## src/rtl/pm_evt_pkg.sv

```systemverilog
package pm_evt_pkg;
  localparam int ADDR_W = 3;
  localparam int DATA_W = 16;

  localparam logic [ADDR_W-1:0] A_STATUS = 3'd0;
  localparam logic [ADDR_W-1:0] A_ENABLE = 3'd1;
  localparam logic [ADDR_W-1:0] A_CTRL   = 3'd2;
  localparam logic [ADDR_W-1:0] A_TIMER  = 3'd3;
  localparam logic [ADDR_W-1:0] A_APM    = 3'd4;

  // status / enable bit positions
  localparam int B_TMR   = 0;
  localparam int B_GLBL  = 5;
  localparam int B_PWRBN = 8;
  localparam int B_RTC   = 10;
  localparam int B_WAKE  = 15;

  // control bit positions
  localparam int C_SCIEN  = 0;
  localparam int C_TYP_LO = 10;
  localparam int C_SLPEN  = 13;

  localparam logic [DATA_W-1:0] SCI_SRC_MASK =
      (16'h1 << B_TMR) | (16'h1 << B_GLBL) | (16'h1 << B_PWRBN) | (16'h1 << B_RTC);

  typedef enum logic [2:0] {
    SLP_OFF = 3'd0,
    SLP_S3  = 3'd1
  } slp_typ_e;

  localparam logic [7:0] APM_SCI_ON  = 8'hF1;
  localparam logic [7:0] APM_SCI_OFF = 8'hF0;
endpackage

```

## src/rtl/pm_rst_sync.sv

```systemverilog
module pm_rst_sync #(
  parameter int STAGES = 2
) (
  input  logic clk,
  input  logic rst_n_in,
  output logic rst_n_out
);
  logic [STAGES-1:0] sync_q;

  always_ff @(posedge clk or negedge rst_n_in) begin
    if (!rst_n_in) sync_q <= '0;
    else           sync_q <= {sync_q[STAGES-2:0], 1'b1};
  end

  assign rst_n_out = sync_q[STAGES-1];
endmodule

```

## src/rtl/pm_timer.sv

```systemverilog
module pm_timer #(
  parameter int TMR_W = 24
) (
  input  logic             clk,
  input  logic             rst_n,
  input  logic             tick_en,
  output logic [TMR_W-1:0] cnt_q,
  output logic             boundary
);
  localparam int LOW_W = TMR_W - 1;

  logic [TMR_W-1:0] cnt_d;

  always_comb begin
    cnt_d = cnt_q;
    if (tick_en) cnt_d = cnt_q + 1'b1;
  end

  // next tick lands on a multiple of 2^(TMR_W-1)
  assign boundary = tick_en && (&cnt_q[LOW_W-1:0]);

  always_ff @(posedge clk or negedge rst_n) begin
    if (!rst_n)       cnt_q <= '0;
    else if (tick_en) cnt_q <= cnt_d;
  end

  p_tick_r2: assert property (@(posedge clk) disable iff (!rst_n)
    tick_en |=> (cnt_q == $past(cnt_q) + 1'b1));
  p_hold_r2: assert property (@(posedge clk) disable iff (!rst_n)
    !tick_en |=> $stable(cnt_q));
endmodule

```

## src/rtl/pm_status.sv

```systemverilog
module pm_status
  import pm_evt_pkg::*;
#(
  parameter int DW = 16
) (
  input  logic          clk,
  input  logic          rst_n,
  input  logic          sts_wr,
  input  logic          en_wr,
  input  logic [DW-1:0] wdata,
  input  logic          tmr_set,
  input  logic          pwr_btn,
  input  logic          wake_set,
  input  logic          gpe_evt,
  output logic [DW-1:0] sts_q,
  output logic [DW-1:0] en_q,
  output logic          sci
);
  logic [DW-1:0] set_vec;
  logic [DW-1:0] clr_vec;
  logic [DW-1:0] sts_d;
  logic [DW-1:0] en_d;

  always_comb begin
    set_vec = '0;
    set_vec[B_TMR]   = tmr_set;
    set_vec[B_PWRBN] = (pwr_btn && en_q[B_PWRBN]) || wake_set;
    set_vec[B_WAKE]  = wake_set;
    clr_vec = sts_wr ? wdata : '0;
  end

  // per-bit write-1-to-clear, event wins
  for (genvar b = 0; b < DW; b++) begin : g_bit
    assign sts_d[b] = set_vec[b] | (sts_q[b] & ~clr_vec[b]);
  end

  always_comb begin
    en_d = en_q;
    if (en_wr) en_d = wdata;
  end

  always_ff @(posedge clk or negedge rst_n) begin
    if (!rst_n) begin
      sts_q <= '0;
      en_q  <= '0;
    end else begin
      sts_q <= sts_d;
      en_q  <= en_d;
    end
  end

  assign sci = (|(sts_q & en_q & SCI_SRC_MASK[DW-1:0])) || gpe_evt;

  p_tmr_sts_r3: assert property (@(posedge clk) disable iff (!rst_n)
    tmr_set |=> sts_q[B_TMR]);
  p_w1c_r4: assert property (@(posedge clk) disable iff (!rst_n)
    (sts_wr && wdata[B_TMR] && !tmr_set) |=> !sts_q[B_TMR]);
  p_pwrbtn_r7: assert property (@(posedge clk) disable iff (!rst_n)
    (pwr_btn && en_q[B_PWRBN]) |=> sts_q[B_PWRBN]);
  p_wake_r10: assert property (@(posedge clk) disable iff (!rst_n)
    wake_set |=> (sts_q[B_WAKE] && sts_q[B_PWRBN]));
endmodule

```

## src/rtl/pm_ctrl.sv

```systemverilog
module pm_ctrl
  import pm_evt_pkg::*;
#(
  parameter int DW = 16
) (
  input  logic          clk,
  input  logic          rst_n,
  input  logic          ctrl_wr,
  input  logic          apm_wr,
  input  logic [DW-1:0] wdata,
  input  logic          smi_cfg_en,
  output logic [DW-1:0] ctrl_q,
  output logic          wake_set,
  output logic          shutdown_req,
  output logic          reset_req,
  output logic          s3_ind,
  output logic          smi_pulse
);
  logic [DW-1:0] ctrl_d;
  logic          sleep_go;
  slp_typ_e      slp_typ;
  logic          off_d, rst_d, s3_d, smi_d;

  assign sleep_go = ctrl_wr && wdata[C_SLPEN];
  assign slp_typ  = slp_typ_e'(wdata[C_TYP_LO +: 3]);
  assign wake_set = sleep_go && (slp_typ == SLP_S3);

  always_comb begin
    ctrl_d = ctrl_q;
    if (ctrl_wr) begin
      ctrl_d = wdata;
      ctrl_d[C_SLPEN] = 1'b0;
    end else if (apm_wr) begin
      if (wdata[7:0] == APM_SCI_ON)       ctrl_d[C_SCIEN] = 1'b1;
      else if (wdata[7:0] == APM_SCI_OFF) ctrl_d[C_SCIEN] = 1'b0;
    end
  end

  always_comb begin
    off_d = sleep_go && (slp_typ == SLP_OFF);
    rst_d = wake_set;
    s3_d  = wake_set;
    smi_d = apm_wr && smi_cfg_en;
  end

  always_ff @(posedge clk or negedge rst_n) begin
    if (!rst_n) begin
      ctrl_q       <= '0;
      shutdown_req <= 1'b0;
      reset_req    <= 1'b0;
      s3_ind       <= 1'b0;
      smi_pulse    <= 1'b0;
    end else begin
      ctrl_q       <= ctrl_d;
      shutdown_req <= off_d;
      reset_req    <= rst_d;
      s3_ind       <= s3_d;
      smi_pulse    <= smi_d;
    end
  end

  p_off_r9: assert property (@(posedge clk) disable iff (!rst_n)
    (ctrl_wr && wdata[C_SLPEN] && wdata[C_TYP_LO +: 3] == 3'd0) |=> shutdown_req);
  p_off_quiet_r9: assert property (@(posedge clk) disable iff (!rst_n)
    !ctrl_wr |=> !shutdown_req);
  p_s3_r10: assert property (@(posedge clk) disable iff (!rst_n)
    (ctrl_wr && wdata[C_SLPEN] && wdata[C_TYP_LO +: 3] == 3'd1) |=> (reset_req && s3_ind));
  p_apm_on_r12: assert property (@(posedge clk) disable iff (!rst_n)
    (apm_wr && !ctrl_wr && wdata[7:0] == 8'hF1) |=> ctrl_q[C_SCIEN]);
  p_apm_off_r12: assert property (@(posedge clk) disable iff (!rst_n)
    (apm_wr && !ctrl_wr && wdata[7:0] == 8'hF0) |=> !ctrl_q[C_SCIEN]);
  p_smi_r13: assert property (@(posedge clk) disable iff (!rst_n)
    (apm_wr && smi_cfg_en) |=> smi_pulse);
  p_smi_quiet_r13: assert property (@(posedge clk) disable iff (!rst_n)
    !(apm_wr && smi_cfg_en) |=> !smi_pulse);
endmodule

```

## src/rtl/pm_event_ctrl.sv

```systemverilog
module pm_event_ctrl
  import pm_evt_pkg::*;
#(
  parameter int TMR_W = 24,
  parameter int RD_W  = 32
) (
  input  logic              clk,
  input  logic              rst_n,
  input  logic              tick_en,
  input  logic              bus_wr,
  input  logic [ADDR_W-1:0] bus_addr,
  input  logic [DATA_W-1:0] bus_wdata,
  output logic [RD_W-1:0]   rd_data,
  input  logic              pwr_btn,
  input  logic              gpe_evt,
  input  logic              smi_cfg_en,
  output logic              sci,
  output logic              shutdown_req,
  output logic              reset_req,
  output logic              s3_ind,
  output logic              smi_pulse
);
  localparam int PAD_REG = RD_W - DATA_W;
  localparam int PAD_TMR = RD_W - TMR_W;

  logic              rst_n_s;
  logic [TMR_W-1:0]  tmr_cnt;
  logic              tmr_bnd;
  logic [DATA_W-1:0] sts_q, en_q, ctrl_q;
  logic              wake_set;
  logic              sts_wr, en_wr, ctrl_wr, apm_wr;

  pm_rst_sync #(.STAGES(2)) u_rst (
    .clk      (clk),
    .rst_n_in (rst_n),
    .rst_n_out(rst_n_s)
  );

  always_comb begin
    sts_wr  = bus_wr && (bus_addr == A_STATUS);
    en_wr   = bus_wr && (bus_addr == A_ENABLE);
    ctrl_wr = bus_wr && (bus_addr == A_CTRL);
    apm_wr  = bus_wr && (bus_addr == A_APM);
  end

  pm_timer #(.TMR_W(TMR_W)) u_tmr (
    .clk     (clk),
    .rst_n   (rst_n_s),
    .tick_en (tick_en),
    .cnt_q   (tmr_cnt),
    .boundary(tmr_bnd)
  );

  pm_status #(.DW(DATA_W)) u_sts (
    .clk     (clk),
    .rst_n   (rst_n_s),
    .sts_wr  (sts_wr),
    .en_wr   (en_wr),
    .wdata   (bus_wdata),
    .tmr_set (tmr_bnd),
    .pwr_btn (pwr_btn),
    .wake_set(wake_set),
    .gpe_evt (gpe_evt),
    .sts_q   (sts_q),
    .en_q    (en_q),
    .sci     (sci)
  );

  pm_ctrl #(.DW(DATA_W)) u_ctl (
    .clk         (clk),
    .rst_n       (rst_n_s),
    .ctrl_wr     (ctrl_wr),
    .apm_wr      (apm_wr),
    .wdata       (bus_wdata),
    .smi_cfg_en  (smi_cfg_en),
    .ctrl_q      (ctrl_q),
    .wake_set    (wake_set),
    .shutdown_req(shutdown_req),
    .reset_req   (reset_req),
    .s3_ind      (s3_ind),
    .smi_pulse   (smi_pulse)
  );

  always_comb begin
    rd_data = '0;
    unique case (bus_addr)
      A_STATUS: rd_data = {{PAD_REG{1'b0}}, sts_q};
      A_ENABLE: rd_data = {{PAD_REG{1'b0}}, en_q};
      A_CTRL:   rd_data = {{PAD_REG{1'b0}}, ctrl_q};
      A_TIMER:  rd_data = {{PAD_TMR{1'b0}}, tmr_cnt};
      default:  rd_data = '0;
    endcase
  end

  p_sci_gpe_r6: assert property (@(posedge clk) disable iff (!rst_n_s)
    gpe_evt |-> sci);
  p_pulse_excl_r9: assert property (@(posedge clk) disable iff (!rst_n_s)
    !(shutdown_req && reset_req));
endmodule

```

## config.mk

```make
export PLATFORM = sky130hd
export DESIGN_NAME = pm_event_ctrl
export DESIGN_NICKNAME = d
export VERILOG_FILES = /design/src/rtl/pm_evt_pkg.sv /design/src/rtl/pm_rst_sync.sv /design/src/rtl/pm_timer.sv /design/src/rtl/pm_status.sv /design/src/rtl/pm_ctrl.sv /design/src/rtl/pm_event_ctrl.sv
export SDC_FILE = /design/constraint.sdc
export NUM_CORES = 1
export LEC_CHECK = 0
export BUFFER_PORTS_ARGS = -buffer_cell sky130_fd_sc_hd__buf_2
export CORE_AREA = 8 8 97 99
export CTS_BUF_LIST = sky130_fd_sc_hd__clkbuf_8
export CTS_CLUSTER_DIAMETER = 60
export DETAILED_ROUTE_END_ITERATION = 8
export DIE_AREA = 0 0 105 107
export GPL_TIMING_DRIVEN = 0
export PLACE_DENSITY = 0.69
export SLEW_MARGIN = 20
export SYNTH_ARGS = -nofsm -noshare
export SYNTH_HDL_FRONTEND = slang
export SYNTH_SLANG_ARGS = --single-unit
```

## constraint.sdc

```tcl
create_clock -name clk -period 5.6 [get_ports clk]
set_input_delay 0.84 -clock clk [delete_from_list [all_inputs] [get_ports clk]]
set_output_delay 0.84 -clock clk [all_outputs]
set_load 0.01 [all_outputs]
```

Yosys cells after proc, flatten, opt, wreduce, memory -nomap -nowiden

Index checks and enable logic that the tools add are counted.

Bitwise operators: 36
Reductions and logical operators: 19
Multiplexer cells: 6
Equal/unequal tests: 7
$add $sub $neg: 1

Operators with widths:

| kind                                                | count |
|---|---|
| case mux 24 bit (4 select lines)                    | 1 |
| adder 24 x 1 -> 24 bit, second input constant       | 1 |
| AND reduction 23 bit                                | 1 |
| bitwise AND 1 bit                                   | 16 |
| equality test 8 bit, second input constant          | 2 |
| 2-to-1 mux 16 bit                                   | 1 |
| inverter 1 bit                                      | 16 |
| bitwise AND 11 bit                                  | 1 |
| logical AND 1 bit                                   | 10 |
| equality test 3 x 1 -> 1 bit, second input constant | 2 |
| equality test 3 x 2 -> 1 bit, second input constant | 2 |
| zero test 3 bit                                     | 2 |
| 2-to-1 mux 1 bit                                    | 4 |
| OR reduction 4 bit                                  | 1 |
| equality test 3 bit, second input constant          | 1 |
| OR 1 bit                                            | 3 |
| nonzero test 3 bit                                  | 1 |
| logical OR 1 bit                                    | 2 |
| AND reduction 2 bit                                 | 1 |
| nonzero test 2 bit                                  | 1 |

Register bits: 76
Word-level logic and storage cells: 78

Depth between registers and ports, before layout

Word-level depth: 6
Gate-level depth with buffers: 6

By module

A second synthesis with hierarchy kept.

Cell total of the unflattened synthesis: 300
Area, all modules: 3729.8 um2

By module, submodules not included:

| module        | instances | cells an instance | area an instance (um2) | seq. area each (um2) |
|---|---|---|---|---|
| pm_status     | 1         | 73                | 1207.4                 | 800.8 |
| pm_timer      | 1         | 97                | 1083.5                 | 600.6 |
| pm_ctrl       | 1         | 45                | 716.9                  | 450.4 |
| pm_event_ctrl | 1         | 82                | 668.1                  | 0.0 |
| pm_rst_sync   | 1         | 3                 | 53.8                   | 50.0 |

Worst setup path after synthesis

No wires, ideal clock.

Kind: input-to-output
From: input port bus_addr[0]
To: output port rd_data[3]
Stages on the path: 4
Required time: 4.760 ns
Arrival time: 1.942 ns
Setup slack: 2.818 ns
Cell sequence: buf_6 -> buf_2 -> mux4_2 -> nor2b_1

Cells in the longest elaborated chain, start to end: 2

Ends and longest elaborated chain:

| element                                                    | line                | source |
|---|---|---|
| from (decl)                                                | pm_event_ctrl.sv:11 | `input logic [ADDR_W-1:0] bus_addr,` |
| equality test 3 x 2 -> 1 bit, or another cell as far along | pm_event_ctrl.sv:86 | `unique case (bus_addr)` |
| case mux 24 bit (4 select lines) *                         | pm_event_ctrl.sv:86 |  |
| to (decl)                                                  | pm_event_ctrl.sv:13 | `output logic [RD_W-1:0] rd_data,` |

Every way passes the cells marked *; elsewhere a longest branch is shown, timed or not.

Worst setup path after layout

From: input port bus_addr[0]
To: output port rd_data[7]

Same word-level chain as after synthesis.

==> summary.txt <==
flops & latches, synth: 76
largest family of logic cells by synthesized area: multiplexers
Vias/cell: 5.32
DRT antenna net count: 0
die height: 107 um
clock tree sinks: 76
num rows: 33
largest fanout on the critical path: 10
Max VDD drop: 203 uV
Core Region: 7930 sq um
post-CTS resize count: 0
clock slew at reported path FFs: 80 ps
Layout Skew: 4.78 ps
drt first pass iters: 4
synth unique cells: 39
Vias: 2470
dpl hpwl: 6.08 mm
Psw: 0.376 mW
compound-cell area share of the yosys netlist: 3.68%
post-DR wirelength/cell: 17.7 um
mux share of post-synthesis cell area: 20.6%
DRT iter0 DRCs: 81
final core occ: 55.3%
simple-gate portion of the synthesized area: 14.6%
maximum clock path buffer count: 2
worst endpoint data arrival time: 2310 ps
RR Endpoint: u_tmr.cnt_q[12]$_DFFE_PN0P_
switch share: 27.0%
Overall Power: 1.39 mW
DIE AREA: 11200 sq um
fin nets: 381
IO Port Bufs: 54
fill cell total of the finished layout: 694
Post-CTS Setup Inserts: 0
YS warnings: 0
Die W: 105 um
Final Hold Fails: 0
Pwr Density: 317 nW/um^2
min Tclk post-route: 3150 ps
Tcrit/Tclk final: 56.3%
setup ws final: 2450 ps
drt total wl: 8.23 mm
status: completed
Internal Pwr Total: 1.02 mW
CTS tree: built
max_slew headroom: 37.1%
Synth Area in Adders: 0.338%
GR Overflow Total: 0
antenna violations before repair: 0
top post-synthesis cells by area: dfrtp_1 51%, mux2_2 6.7%, mux4_2 6.7%
ANT cells: 0
Initial Util: 46.7%
first-pass GRT wire length: 13.5 mm
Post-Synth XOR/XNOR Area: 5.44%
CP Class: in -> out
worst hold-check path type: reg -> async
Max-Cap Viols: 0
hold buffer count at cts: 0
Main synth FF type: dfrtp_1
async set or reset register ratio after synthesis: 100%
Post-route DRC: 0
synthesized instance count: 281
largest net degree at the start of global routing: 56
fin. max-slew vios: 0
Setup WS pre-CTS: 2420 ps
Placer Congestion: 0.783
clk root buf: clkbuf_8
Mean Syn Cell Area: 13.2 sq um
layout cells sized above 1: 37.9%
Pleak: 2.05 nW
Post-synth EDFFs: 0
Critical Path RT: 4760 ps
number of global-route vias before repair: 2598
Num CTS Buffers: 9
worst slew pin tran: 941 ps
Reg power frac: 49.9%
fmax: 317 MHz
worst reg-to-reg path cell count: 5
Synth area leader: dfrtp_1
# IOs: 63
Post-Syn Area: 3700 sq um
endpoints failing setup: 0
share of the synthesized area in the top cell type: 51.4%
total track usage: 15.4%
combinational fraction of design power: 16.5%
post-route setup TNS: 0 ps
RSZ-0062 raised after global routing: false
H-tree depth: 3
Non-Filler Instances: 464
area grow syn2layout: 18.5%
reg2reg setup slack: 3890 ps
Placed Cells: 448
Clock Power Share: 33.6%
worst flop-to-flop path startpoint: u_tmr.cnt_q[0]$_DFFE_PN0P_
Worst Setup End Kind: output port
Worst Setup Start Kind: input pin
clk_lat worst skew: 350 ps
sequential element share of the synthesized area: 51.4%
[synth_stat cells (3+ instances only)]
cell      count
nor4_1        4
nand4_1       8
dfrtp_1      76
buf_4        10
and2_1        8
nor2_1        7
buf_2         3
and3_1        4
mux4_1        4
clkbuf_1      4
xnor2_1      17
nand3_1       8
xor2_1        6
mux4_2       11
mux2_4       10
nand2_1      23
and4_1        4
mux2_2       22
nor2b_1      17
a21boi_0     13
[metrics by stage]
stage	hold WS, ps	instance area [sq um]
after detailed placement	220	4160
after CTS	229	4380
after floorplan	331	3730
after global routing	238	4380
final	218	4380
after global placement	337	4130
[final cells by class]
type,count,area [sq um],share of cell area (%)
buffer,19,128,2.91
clock buffer,9,124,2.83
clock inverter,7,100,2.28
inverter,2,12.5,0.285
multi-input combinational,191,1690,38.4
sequential,76,1910,43.5
tap,105,131,3.00
timing repair buffer,55,298,6.79
[how the worst max path moves through the flow]
stage                      startpoint         end  cells past startpoint
final                     bus_addr[0]  rd_data[7]                      6
after global routing      bus_addr[0]  rd_data[7]                      6
after CTS                 bus_addr[0]  rd_data[7]                      6
after detailed placement  bus_addr[0]  rd_data[8]                      6
after global placement    bus_addr[0]  rd_data[7]                      6
after floorplan           bus_addr[0]  rd_data[3]                      4
[power by group through the flow]
stage	logic, mW	clock network (mW)	registers [mW]
floorplan	0.169	0	0.684
global placement	0.216	0	0.708
detailed placement	0.231	0	0.706
CTS	0.233	0.478	0.695
global route	0.254	0.501	0.708
finish	0.230	0.467	0.694
[worst max-delay path, cell delays in order]
cell and delay (ps):
buf_2 90, buf_6 170, buf_2 340, mux4_2 540, nor2b_1 150, buf_2 170
[placed cells by master (no fill, tap or decap), types with 10 or more instances in the layout]
cell type   n
buf_2      57
mux4_2     11
xnor2_1    17
buf_4      10
nand2_1    23
a21boi_0   13
mux2_4     10
mux2_2     22
nor2b_1    17
dfrtp_1    75
[flip-flops by register name, indices dropped and copies added (netlist names)]
| name | cells |
|---|---|
| u_tmr.cnt_q | 24 |
| u_sts.en_q | 16 |
| u_sts.sts_q | 16 |
| u_ctl.ctrl_q | 15 |
| u_rst.sync_q | 2 |
| u_ctl.reset_req | 1 |
| u_ctl.shutdown_req | 1 |
| u_ctl.smi_pulse | 1 |
[per-layer routing]
| layer | share of wire [%] | GRT usage [%] | wire length (um) |
|---|---|---|---|
| met5 | 0 | 0 | 0 |
| met4 | 2.2 | 7.44 | 182 |
| met3 | 5.6 | 3.78 | 463 |
| met2 | 48 | 24.8 | 3970 |
| met1 | 44 | 19.0 | 3610 |
[cell families after synthesis]
group           after synthesis
simple gates                 91
flops                        76
mux                          48
xor+xnor                     23
buf+inv                      21
compound gates               19
other cells                   2
fa+ha+maj                     1
No activity file was read; power rests on OpenSTA's default activity.
